==> config.mk <==
export PLATFORM = sky130hd
export DESIGN_NAME = intr_vec_receiver
export DESIGN_NICKNAME = d
export VERILOG_FILES = /design/src/rtl/ivr_pkg.sv /design/src/rtl/ivr_edge_detect.sv /design/src/rtl/ivr_lowest_sel.sv /design/src/rtl/ivr_rx_regs.sv /design/src/rtl/ivr_asi_port.sv /design/src/rtl/intr_vec_receiver.sv
export SDC_FILE = /design/constraint.sdc
export NUM_CORES = 1
export LEC_CHECK = 0
export BUFFER_PORTS_ARGS = -buffer_cell sky130_fd_sc_hd__buf_2
export CAP_MARGIN = 20
export CORE_UTILIZATION = 38
export DETAILED_ROUTE_END_ITERATION = 7
export GPL_ROUTABILITY_DRIVEN = 0
export GPL_TIMING_DRIVEN = 0
export PLACE_DENSITY = 0.76
export SETUP_SLACK_MARGIN = 0.3
export SYNTH_ARGS = -nofsm -noshare
export SYNTH_HDL_FRONTEND = slang
export SYNTH_SLANG_ARGS = --single-unit
==> constraint.sdc <==
create_clock -name clk -period 2.3 [get_ports clk]
set_input_delay 0.46 -clock clk [delete_from_list [all_inputs] [get_ports clk]]
set_output_delay 0.46 -clock clk [all_outputs]
set_load 0.005 [all_outputs]
==> src/rtl/ivr_pkg.sv <==
package ivr_pkg;
   localparam int unsigned WORD_W   = 64;
   localparam int unsigned IDX_W    = 6;
   localparam int unsigned BUSY_BIT = 5;
   localparam int unsigned N_WORDS  = 3;

   localparam logic [7:0] SP_DISPATCH = 8'h48;
   localparam logic [7:0] SP_RECEIVE  = 8'h49;
   localparam logic [7:0] SP_INCOMING = 8'h7F;

   localparam logic [4:0]        WORD_TAG  = 5'h1F;
   localparam logic [WORD_W-1:0] BUSY_MASK = WORD_W'(1) << BUSY_BIT;

   typedef struct packed {
      logic             valid;
      logic [IDX_W-1:0] idx;
   } vec_sel_t;

   typedef enum logic [1:0] {
      EV_NONE,
      EV_STORE,
      EV_FALL,
      EV_RAISE
   } rx_event_e;
endpackage

==> src/rtl/ivr_edge_detect.sv <==
module ivr_edge_detect #(
   parameter int unsigned N = 48
) (
   input  logic         clk,
   input  logic         rst_n,
   input  logic [N-1:0] lvl,
   output logic [N-1:0] rise,
   output logic         fall_any
);
   logic [N-1:0] prev_q;
   logic [N-1:0] fall;

   for (genvar g = 0; g < N; g++) begin : g_line
      always_ff @(posedge clk) begin
         if (!rst_n) prev_q[g] <= 1'b0;
         else        prev_q[g] <= lvl[g];
      end
      assign rise[g] = lvl[g] & ~prev_q[g];
      assign fall[g] = prev_q[g] & ~lvl[g];
   end

   assign fall_any = |fall;
endmodule

==> src/rtl/ivr_lowest_sel.sv <==
module ivr_lowest_sel #(
   parameter int unsigned N = 48
) (
   input  logic [N-1:0]     req,
   output ivr_pkg::vec_sel_t sel
);
   import ivr_pkg::*;

   always_comb begin
      logic found;
      found   = 1'b0;
      sel.idx = '0;
      for (int i = 0; i < N; i++) begin
         if (req[i] && !found) begin
            sel.idx = IDX_W'(i);
            found   = 1'b1;
         end
      end
      sel.valid = found;
   end
endmodule

==> src/rtl/ivr_rx_regs.sv <==
module ivr_rx_regs #(
   parameter int unsigned          PIL_W     = 16,
   parameter int unsigned          PIL_BIT   = 5,
   parameter int unsigned          TRAP_W    = 9,
   parameter logic [TRAP_W-1:0]    TRAP_IVEC = 9'h060
) (
   input  logic                                        clk,
   input  logic                                        rst_n,
   input  ivr_pkg::vec_sel_t                           raise,
   input  logic                                        fall_any,
   input  logic                                        st_en,
   input  logic [ivr_pkg::WORD_W-1:0]                  st_data,
   output logic [ivr_pkg::WORD_W-1:0]                  status_q,
   output logic [ivr_pkg::N_WORDS-1:0][ivr_pkg::WORD_W-1:0] words_q,
   output logic                                        irq_q,
   output logic [PIL_W-1:0]                            pil,
   output logic [TRAP_W-1:0]                           trap_q
);
   import ivr_pkg::*;

   localparam int unsigned PAD_W = WORD_W - IDX_W - 5;

   rx_event_e ev;
   logic      pil_q;

   always_comb begin
      if (raise.valid)   ev = EV_RAISE;
      else if (fall_any) ev = EV_FALL;
      else if (st_en)    ev = EV_STORE;
      else               ev = EV_NONE;
   end

   always_ff @(posedge clk) begin
      if (!rst_n) begin
         status_q <= '0;
         irq_q    <= 1'b0;
         pil_q    <= 1'b0;
         trap_q   <= '0;
      end else begin
         unique case (ev)
            EV_RAISE: begin
               status_q <= status_q | BUSY_MASK;
               irq_q    <= 1'b1;
               pil_q    <= 1'b1;
               trap_q   <= TRAP_IVEC;
            end
            EV_FALL: begin
               status_q <= status_q & ~BUSY_MASK;
               irq_q    <= 1'b0;
               pil_q    <= 1'b0;
            end
            EV_STORE: status_q <= st_data & BUSY_MASK;
            default: ;
         endcase
      end
   end

   for (genvar w = 0; w < N_WORDS; w++) begin : g_word
      always_ff @(posedge clk) begin
         if (!rst_n) begin
            words_q[w] <= '0;
         end else if (ev == EV_RAISE) begin
            if (w == 0) words_q[w] <= {{PAD_W{1'b0}}, WORD_TAG, raise.idx};
            else        words_q[w] <= '0;
         end
      end
   end

   for (genvar b = 0; b < PIL_W; b++) begin : g_pil
      if (b == PIL_BIT) begin : g_live
         assign pil[b] = pil_q;
      end else begin : g_tied
         assign pil[b] = 1'b0;
      end
   end
endmodule

==> src/rtl/ivr_asi_port.sv <==
module ivr_asi_port #(
   parameter int unsigned ADDR_W = 16
) (
   input  logic                                             asi_valid,
   input  logic                                             asi_we,
   input  logic [7:0]                                       asi_space,
   input  logic [ADDR_W-1:0]                                asi_addr,
   input  logic [ivr_pkg::WORD_W-1:0]                       asi_wdata,
   input  logic [ivr_pkg::WORD_W-1:0]                       status_q,
   input  logic [ivr_pkg::N_WORDS-1:0][ivr_pkg::WORD_W-1:0] words_q,
   output logic [ivr_pkg::WORD_W-1:0]                       asi_rdata,
   output logic                                             st_en,
   output logic [ivr_pkg::WORD_W-1:0]                       st_data
);
   import ivr_pkg::*;

   logic [1:0] word_idx;
   logic       rd_en;

   assign word_idx = 2'((asi_addr >> 4) & ADDR_W'(3));
   assign rd_en    = asi_valid & ~asi_we;
   assign st_en    = asi_valid & asi_we & (asi_space == SP_RECEIVE);
   assign st_data  = asi_wdata;

   always_comb begin
      asi_rdata = '0;
      if (rd_en) begin
         unique case (asi_space)
            SP_RECEIVE:  asi_rdata = status_q;
            SP_INCOMING: begin
               if (word_idx < 2'(N_WORDS)) asi_rdata = words_q[word_idx];
            end
            SP_DISPATCH: asi_rdata = '0;
            default:     asi_rdata = '0;
         endcase
      end
   end
endmodule

==> src/rtl/intr_vec_receiver.sv <==
module intr_vec_receiver #(
   parameter int unsigned       NUM_VEC   = 48,
   parameter int unsigned       ADDR_W    = 16,
   parameter int unsigned       PIL_W     = 16,
   parameter int unsigned       PIL_BIT   = 5,
   parameter int unsigned       TRAP_W    = 9,
   parameter logic [TRAP_W-1:0] TRAP_IVEC = 9'h060
) (
   input  logic                       clk,
   input  logic                       rst_n,
   input  logic [NUM_VEC-1:0]         vec_lvl,
   input  logic                       asi_valid,
   input  logic                       asi_we,
   input  logic [7:0]                 asi_space,
   input  logic [ADDR_W-1:0]          asi_addr,
   input  logic [63:0]                asi_wdata,
   output logic [63:0]                asi_rdata,
   output logic                       irq_req,
   output logic [PIL_W-1:0]           pil_level,
   output logic [TRAP_W-1:0]          trap_type
);
   import ivr_pkg::*;

   if (NUM_VEC < 1 || NUM_VEC > (1 << IDX_W)) begin : g_bad_num
      $error("NUM_VEC must lie in 1..64");
   end
   if (ADDR_W < 6) begin : g_bad_addr
      $error("ADDR_W must be at least 6");
   end
   if (PIL_BIT >= PIL_W) begin : g_bad_pil
      $error("PIL_BIT must be below PIL_W");
   end

   logic [NUM_VEC-1:0]               rise;
   logic                             fall_any;
   vec_sel_t                         raise;
   logic                             st_en;
   logic [WORD_W-1:0]                st_data;
   logic [WORD_W-1:0]                status_q;
   logic [N_WORDS-1:0][WORD_W-1:0]   words_q;
   logic [WORD_W-1:0]                word0_q;

   assign word0_q = words_q[0];

   ivr_edge_detect #(.N(NUM_VEC)) u_edge (
      .clk      (clk),
      .rst_n    (rst_n),
      .lvl      (vec_lvl),
      .rise     (rise),
      .fall_any (fall_any)
   );

   ivr_lowest_sel #(.N(NUM_VEC)) u_sel (
      .req (rise),
      .sel (raise)
   );

   ivr_asi_port #(.ADDR_W(ADDR_W)) u_port (
      .asi_valid (asi_valid),
      .asi_we    (asi_we),
      .asi_space (asi_space),
      .asi_addr  (asi_addr),
      .asi_wdata (asi_wdata),
      .status_q  (status_q),
      .words_q   (words_q),
      .asi_rdata (asi_rdata),
      .st_en     (st_en),
      .st_data   (st_data)
   );

   ivr_rx_regs #(
      .PIL_W     (PIL_W),
      .PIL_BIT   (PIL_BIT),
      .TRAP_W    (TRAP_W),
      .TRAP_IVEC (TRAP_IVEC)
   ) u_regs (
      .clk      (clk),
      .rst_n    (rst_n),
      .raise    (raise),
      .fall_any (fall_any),
      .st_en    (st_en),
      .st_data  (st_data),
      .status_q (status_q),
      .words_q  (words_q),
      .irq_q    (irq_req),
      .pil      (pil_level),
      .trap_q   (trap_type)
   );
endmodule

==> flow_summary.ini, run 1 <==
[run_status]
outcome = finished, final reports clean

[timing]
slew_viol_final = 0
period_share_pct = 96.08
min_period_ps = 2210
rsz0062_at_grt = true
relSlewSlack_pct = 49.13
finalSetupViolCount = 0
fin_skew_ps = 11.04
hold_viol_final = 0
tightestPinTransition_ps = 756.0
fmax_mhz = 452.5
fin_tns_setup_ps = 0

[cells_and_area]
nets = 776
nFillCells = 894
drive_above_1_share_pct = 34.01
fin_area_mm2 = 0.004892
num_antenna_cells = 0
syn2layout_area_growth_pct = 32.59
final_core_util_pct = 52.45

[die]
ios = 230
rows = 35
core-area_mm2 = 0.009328
initial_core_util_pct = 39.56
fp.dieW_um = 100.5
die_h_um = 100.5
die_area_mm2 = 0.01011

[yosys]
post-synth-top-area-fraction_pct = 30.93
synth-edff-count = 0
avgSynthCellArea_um2 = 7.901
async_flop_share_pct = 0
synthCells = 467
synthTopCellsByArea = dfxtp_1, buf_4, and2_1
syn-cell-area_mm2 = 0.003690
synthFlopType = dfxtp_1
synthDistinctLibCells = 61
yosysWarnings = 0
synth_seq_cells = 57
yosysSeqAreaShare_pct = 30.93
synth_top_area_cell = dfxtp_1

[clocking]
clkLatencyLatePin_ps = 350
tritoncts = built
clockRootBuffer = clkbuf_8
clockBufferDepth = 2
cts_sinks = 57
clkSlewWorstSetupHoldPaths_ps = 60
cts_buffers = 9
ctsHoldBuffers = 0
h-tree-depth = 3

[run]
drv_cap = 0

[global_route]
grt_pass1_wl_um = 15370
track_usage_pct = 19.68
grt_pass1_vias = 3327
grt_start_max_net_pins = 11
grt_overflow = 0
antenna_found_initial = 0

[detailed_routing]
vias_per_cell = 4.671
post_drt_wl_per_cell_um = 12.93
vias = 3597
drt_wl_total_um = 9954
dr.pass1.iters = 6
drc = 0
ant_nets = 0
drtIter0Drc = 322

[worst_setup_path]
crit_arrival_ps = 1750
critPathMaxFanout = 5
critPathCaptureType = primary output
critPathLaunchType = input pin
required_ps = 1840
regToRegSetupSlack_ps = 150
worstSetupPathType = input pin to primary output

[power_and_ir_drop]
leakagePower_nw = 2.431
power_mw = 2.414
cellPowerDensity_mw_per_mm2 = 493.4
peakVddDrop_mv = 0.4176

[place]
place_area_mm2 = 0.004542
dp_hpwl_um = 8018
io_buffers = 76

[hold_path]
worstHoldPathType = input pin to flop
==> synth_stat cells, drive strengths merged, types with 2 or more instances <==
cell / number
a21oi: 15
a221oi: 13
a2bb2oi: 2
a31oi: 5
and2: 56
and4: 3
buf: 82
clkbuf: 6
dfxtp: 57
inv: 51
nand2: 12
nand2b: 20
nand3: 6
nand4: 9
nor2: 27
nor2b: 24
nor3: 11
nor4: 5
o21a: 3
o21ai: 14
o22ai: 13
o31ai: 2
or2b: 4
or3: 3
or4: 2
or4b: 2
==> per-layer routing <==
metal  vias up  GRT usage, %  part of all wire [%]
met3        36         4.230                   9.0
met2       213         35.30                    48
met5         -             0                     0
met1      1592         22.54                    40
li1       1756             -                     -
met4         0         8.250                   2.9
==> kinds of logic (layout without fill, tap and decap cells) <==
| group | Yosys count | after routing | share of synthesized area [%] |
|---|---|---|---|
| other | 1 | 75 | 0.1016 |
| and+or+nand+nor | 190 | 190 | 31.50 |
| AOI/OAI and AO/OA | 79 | 79 | 14.68 |
| muxes | 1 | 1 | 0.3052 |
| buffers and inverters | 139 | 239 | 22.48 |
| DFF | 57 | 57 | 30.93 |
==> critical path, cell delays in order <==
cell and delay [ps]:
buf_6 90, nand4b_1 180, or4_4 530, nor2_4 120, and2_4 180, buf_4 110
buf_6 80
==> registers in the layout, summed over array words and instances (netlist names) <==
register / cells
u_regs.trap_q: 1
u_regs.status_q: 1
u_edge.prev_q: 48
u_regs.pil_q: 1
u_regs.words_q: 6
==> layout make-up <==
cell class	instances	area, um^2	area share (%)
plain buffers	88	641.9	13.12
clock buffers	13	158.9	3.248
clock inverters	3	15.01	0.3069
inverters	51	191.4	3.913
multi-input cells	345	2096	42.84
flip-flops and latches	57	1146	23.43
well taps	129	161.4	3.299
repair buffers	84	481.7	9.847
==> path summary, 6_finish.rpt <==
kind	start	end	depth (start not counted)
max	asi_space[7]	asi_rdata[7]	7
min	vec_lvl[47]	u_edge.prev_q[47]$_SDFF_PN0_	2
max reg2reg	u_edge.prev_q[0]$_SDFF_PN0_	u_regs.words_q[2]$_SDFFE_PN0N_	7
min reg2reg	u_regs.words_q[5]$_SDFFE_PN0N_	u_regs.words_q[5]$_SDFFE_PN0N_	2
==> where the power goes <==
group	leakage, nW	internal (mW)	switching, mW
logic	1.86	0.250	0.258
clock network	0.0932	0.444	0.390
registers	0.475	1.04	0.0313
==> cell usage in the layout, fill, tap and decap left out, drive strengths merged, types with 2 or more instances in the layout <==
master and count:
o21ai 14, or3 3, inv 51, or4b 2, and4 3, o22ai 13
clkinv 3, nor2b 24, nor3 11, a21oi 15, nor2 27, a31oi 5
buf 166, o21a 3, clkbuf 19, nand3 6, nand2 12, a2bb2oi 2
or4 2, conb 75, or2b 4, and2 56, dfxtp 57, o31ai 2
nand4 9, nor4 5, nand2b 20, a221oi 13
==> timing repair <==
action,in CTS,in global routing
setup buffers,7,1
pin swaps,5,3
setup endpoints to repair,20,20
resized for setup,16,9
==> stage by stage <==
stage / hold WS [ps] / std cells / setup WS [ps]
after floorplan: 476.1 / 541 / 168.6
after global placement: 498.0 / 746 / -213.2
after detailed placement: 495.0 / 746 / -221.5
after CTS: 322.2 / 769 / 87.01
after global routing: 330.5 / 770 / 40.41
final: 331.2 / 770 / 90.14
Power figures use the tool's default switching activity.
==> run 2, diff against run 1 <==
--- a/config.mk
+++ b/config.mk
@@ -7,6 +7,7 @@
 export LEC_CHECK = 0
 export BUFFER_PORTS_ARGS = -buffer_cell sky130_fd_sc_hd__buf_2
 export CAP_MARGIN = 20
+export CORE_MARGIN = 4
 export CORE_UTILIZATION = 38
 export DETAILED_ROUTE_END_ITERATION = 7
 export GPL_ROUTABILITY_DRIVEN = 0
==> flow_summary.ini, run 2 (same netlist as run 1, synthesis figures left out) <==
[worst_setup_path]
critPathLaunchType = input pin
worstSetupPathType = input pin to primary output
critPathCaptureType = primary output
r2r_start = u_edge.prev_q[0]$_SDFF_PN0_
reg2reg_to = u_regs.words_q[3]$_SDFFE_PN0N_
rr_worst_depth = 8
slowest_stage = or4_4
required_ps = 1840
regToRegSetupSlack_ps = 200
cpPeakStageDelay_ps = 530
critPathMaxFanout = 2
crit_chain = buf_6, nand4b_1, or4_4, buf_4, nor3_1, buf_2
crit_arrival_ps = 1780

[cells_and_area]
num_antenna_cells = 0
nets = 777
largest_register = u_edge.prev_q
nFillCells = 859
largest_reg_flops = 48
drive_above_1_share_pct = 35.73
final_common_cell = buf_4
final_cell_mix = buf_4, conb_1, buf_2, dfxtp_1, and2_1
reg_top3 = u_edge.prev_q: 48 flops, u_regs.words_q: 6 flops
syn2layout_area_growth_pct = 34.96

[clocking]
clkSlewWorstSetupHoldPaths_ps = 70
clockRootBuffer = clkbuf_8
cts_sinks = 57
tritoncts = built
clkLatencyLatePin_ps = 350
cts_buffers = 9
clockBufferDepth = 2
h-tree-depth = 3
ctsHoldBuffers = 0

[die]
die_area_mm2 = 0.01135
die_h_um = 106.5
initial_core_util_pct = 39.56
fp.dieW_um = 106.5
rows = 35
ios = 230
core-area_mm2 = 0.009328

[global_route]
grt_pass1_vias = 3474
grt_overflow = 0
antenna_found_initial = 0
grt_start_max_net_pins = 11
track_usage_pct = 18.49
grt_pass1_wl_um = 16520

[detailed_routing]
vias = 3651
dr.pass1.iters = 5
post_drt_wl_per_cell_um = 13.85
ant_nets = 0
vias_per_cell = 4.742
drc = 0
drt_wl_total_um = 10670
drtIter0Drc = 341

[run]
drv_cap = 0

[power_and_ir_drop]
cellPowerDensity_mw_per_mm2 = 508.3
peakVddDrop_mv = 0.3688
leakagePower_nw = 2.470

[timing]
period_share_pct = 97.47
relSlewSlack_pct = 54.99
hold_viol_final = 0
holdWs_ps = 333.4
rsz0062_at_grt = true
min_period_ps = 2242
fin_skew_ps = 9.769
fmax_mhz = 446.1
finalSetupViolCount = 0
tightestPinTransition_ps = 668.9
postLayoutSetupSlackWorst_ps = 58.19
slew_viol_final = 0

[place]
dp_slack_ps = -218.1
io_buffers = 76
dp_hpwl_um = 8493

[run_status]
outcome = finished, final reports clean

[hold_path]
worstHoldPathType = input pin to flop
min_to = u_edge.prev_q[47]$_SDFF_PN0_
min_from = vec_lvl[47]
min_path_cells = 2
## run 2: critical path: cells and delay by family
family	cells	cell delay, ps
buffers and inverters	3	410
AND/OR/NAND/NOR	3	930
## run 2: per-stage QoR
stage / area [um^2] / util (%) / cells / setup TNS, ps / power [mW]
after global placement: 4542 / 48.69 / 746 / -973.8 / 1.557
after CTS: 4911 / 52.65 / 767 / 0 / 2.531
after global routing: 4980 / 53.39 / 770 / -64.29 / 2.650
after floorplan: 4000 / - / 541 / 0 / 1.423
final: 4980 / 53.39 / 770 / 0 / 2.531
after detailed placement: 4542 / 48.69 / 746 / -1273 / 1.569
## run 2: where the power goes
group          internal [mW]  switching [mW]  total (mW)
Clock                  0.550           0.391       0.941
Combinational          0.252           0.267       0.519
Sequential              1.04          0.0311        1.07
Total                   1.84           0.689        2.53
## run 2: how the worst max path moves through the flow
stage                 start                             end  slack, ps  cells after the start
2_1_floorplan    vec_lvl[1]  u_regs.words_q[3]$_SDFFE_PN0N_        170                      7
3_3_place_gp     vec_lvl[9]  u_regs.words_q[2]$_SDFFE_PN0N_       -210                      8
3_5_place_dp     vec_lvl[9]  u_regs.words_q[2]$_SDFFE_PN0N_       -220                      8
4_1_cts        asi_space[7]                    asi_rdata[8]         40                      7
5_1_grt        asi_space[7]                    asi_rdata[8]        -30                      7
6_report       asi_space[7]                    asi_rdata[4]         60                      6
## run 2: area by class of cell
type | count | area, um^2 | share of cell area (%)
Clock inverter | 3 | 40.04 | 0.8040
Tap cell | 129 | 161.4 | 3.241
Sequential cell | 57 | 1146 | 23.02
Timing Repair Buffer | 85 | 479.2 | 9.623
Inverter | 51 | 191.4 | 3.844
Clock buffer | 12 | 155.1 | 3.116
Buffer | 88 | 641.9 | 12.89
Multi-Input combinational cell | 345 | 2165 | 43.47
## run 2: timing repair
action,in CTS,in global routing
resized for setup,26,13
buffers inserted,6,3
setup endpoints to repair,20,20
pin swaps,5,10
## run 2: routing by layer
metal,global-route usage [%],up-vias,routed length (um)
li1,-,1758,-
met1,21.16,1613,4212
met2,31.18,240,4943
met3,5.647,40,1149
met4,9.224,0,363
met5,0,-,0
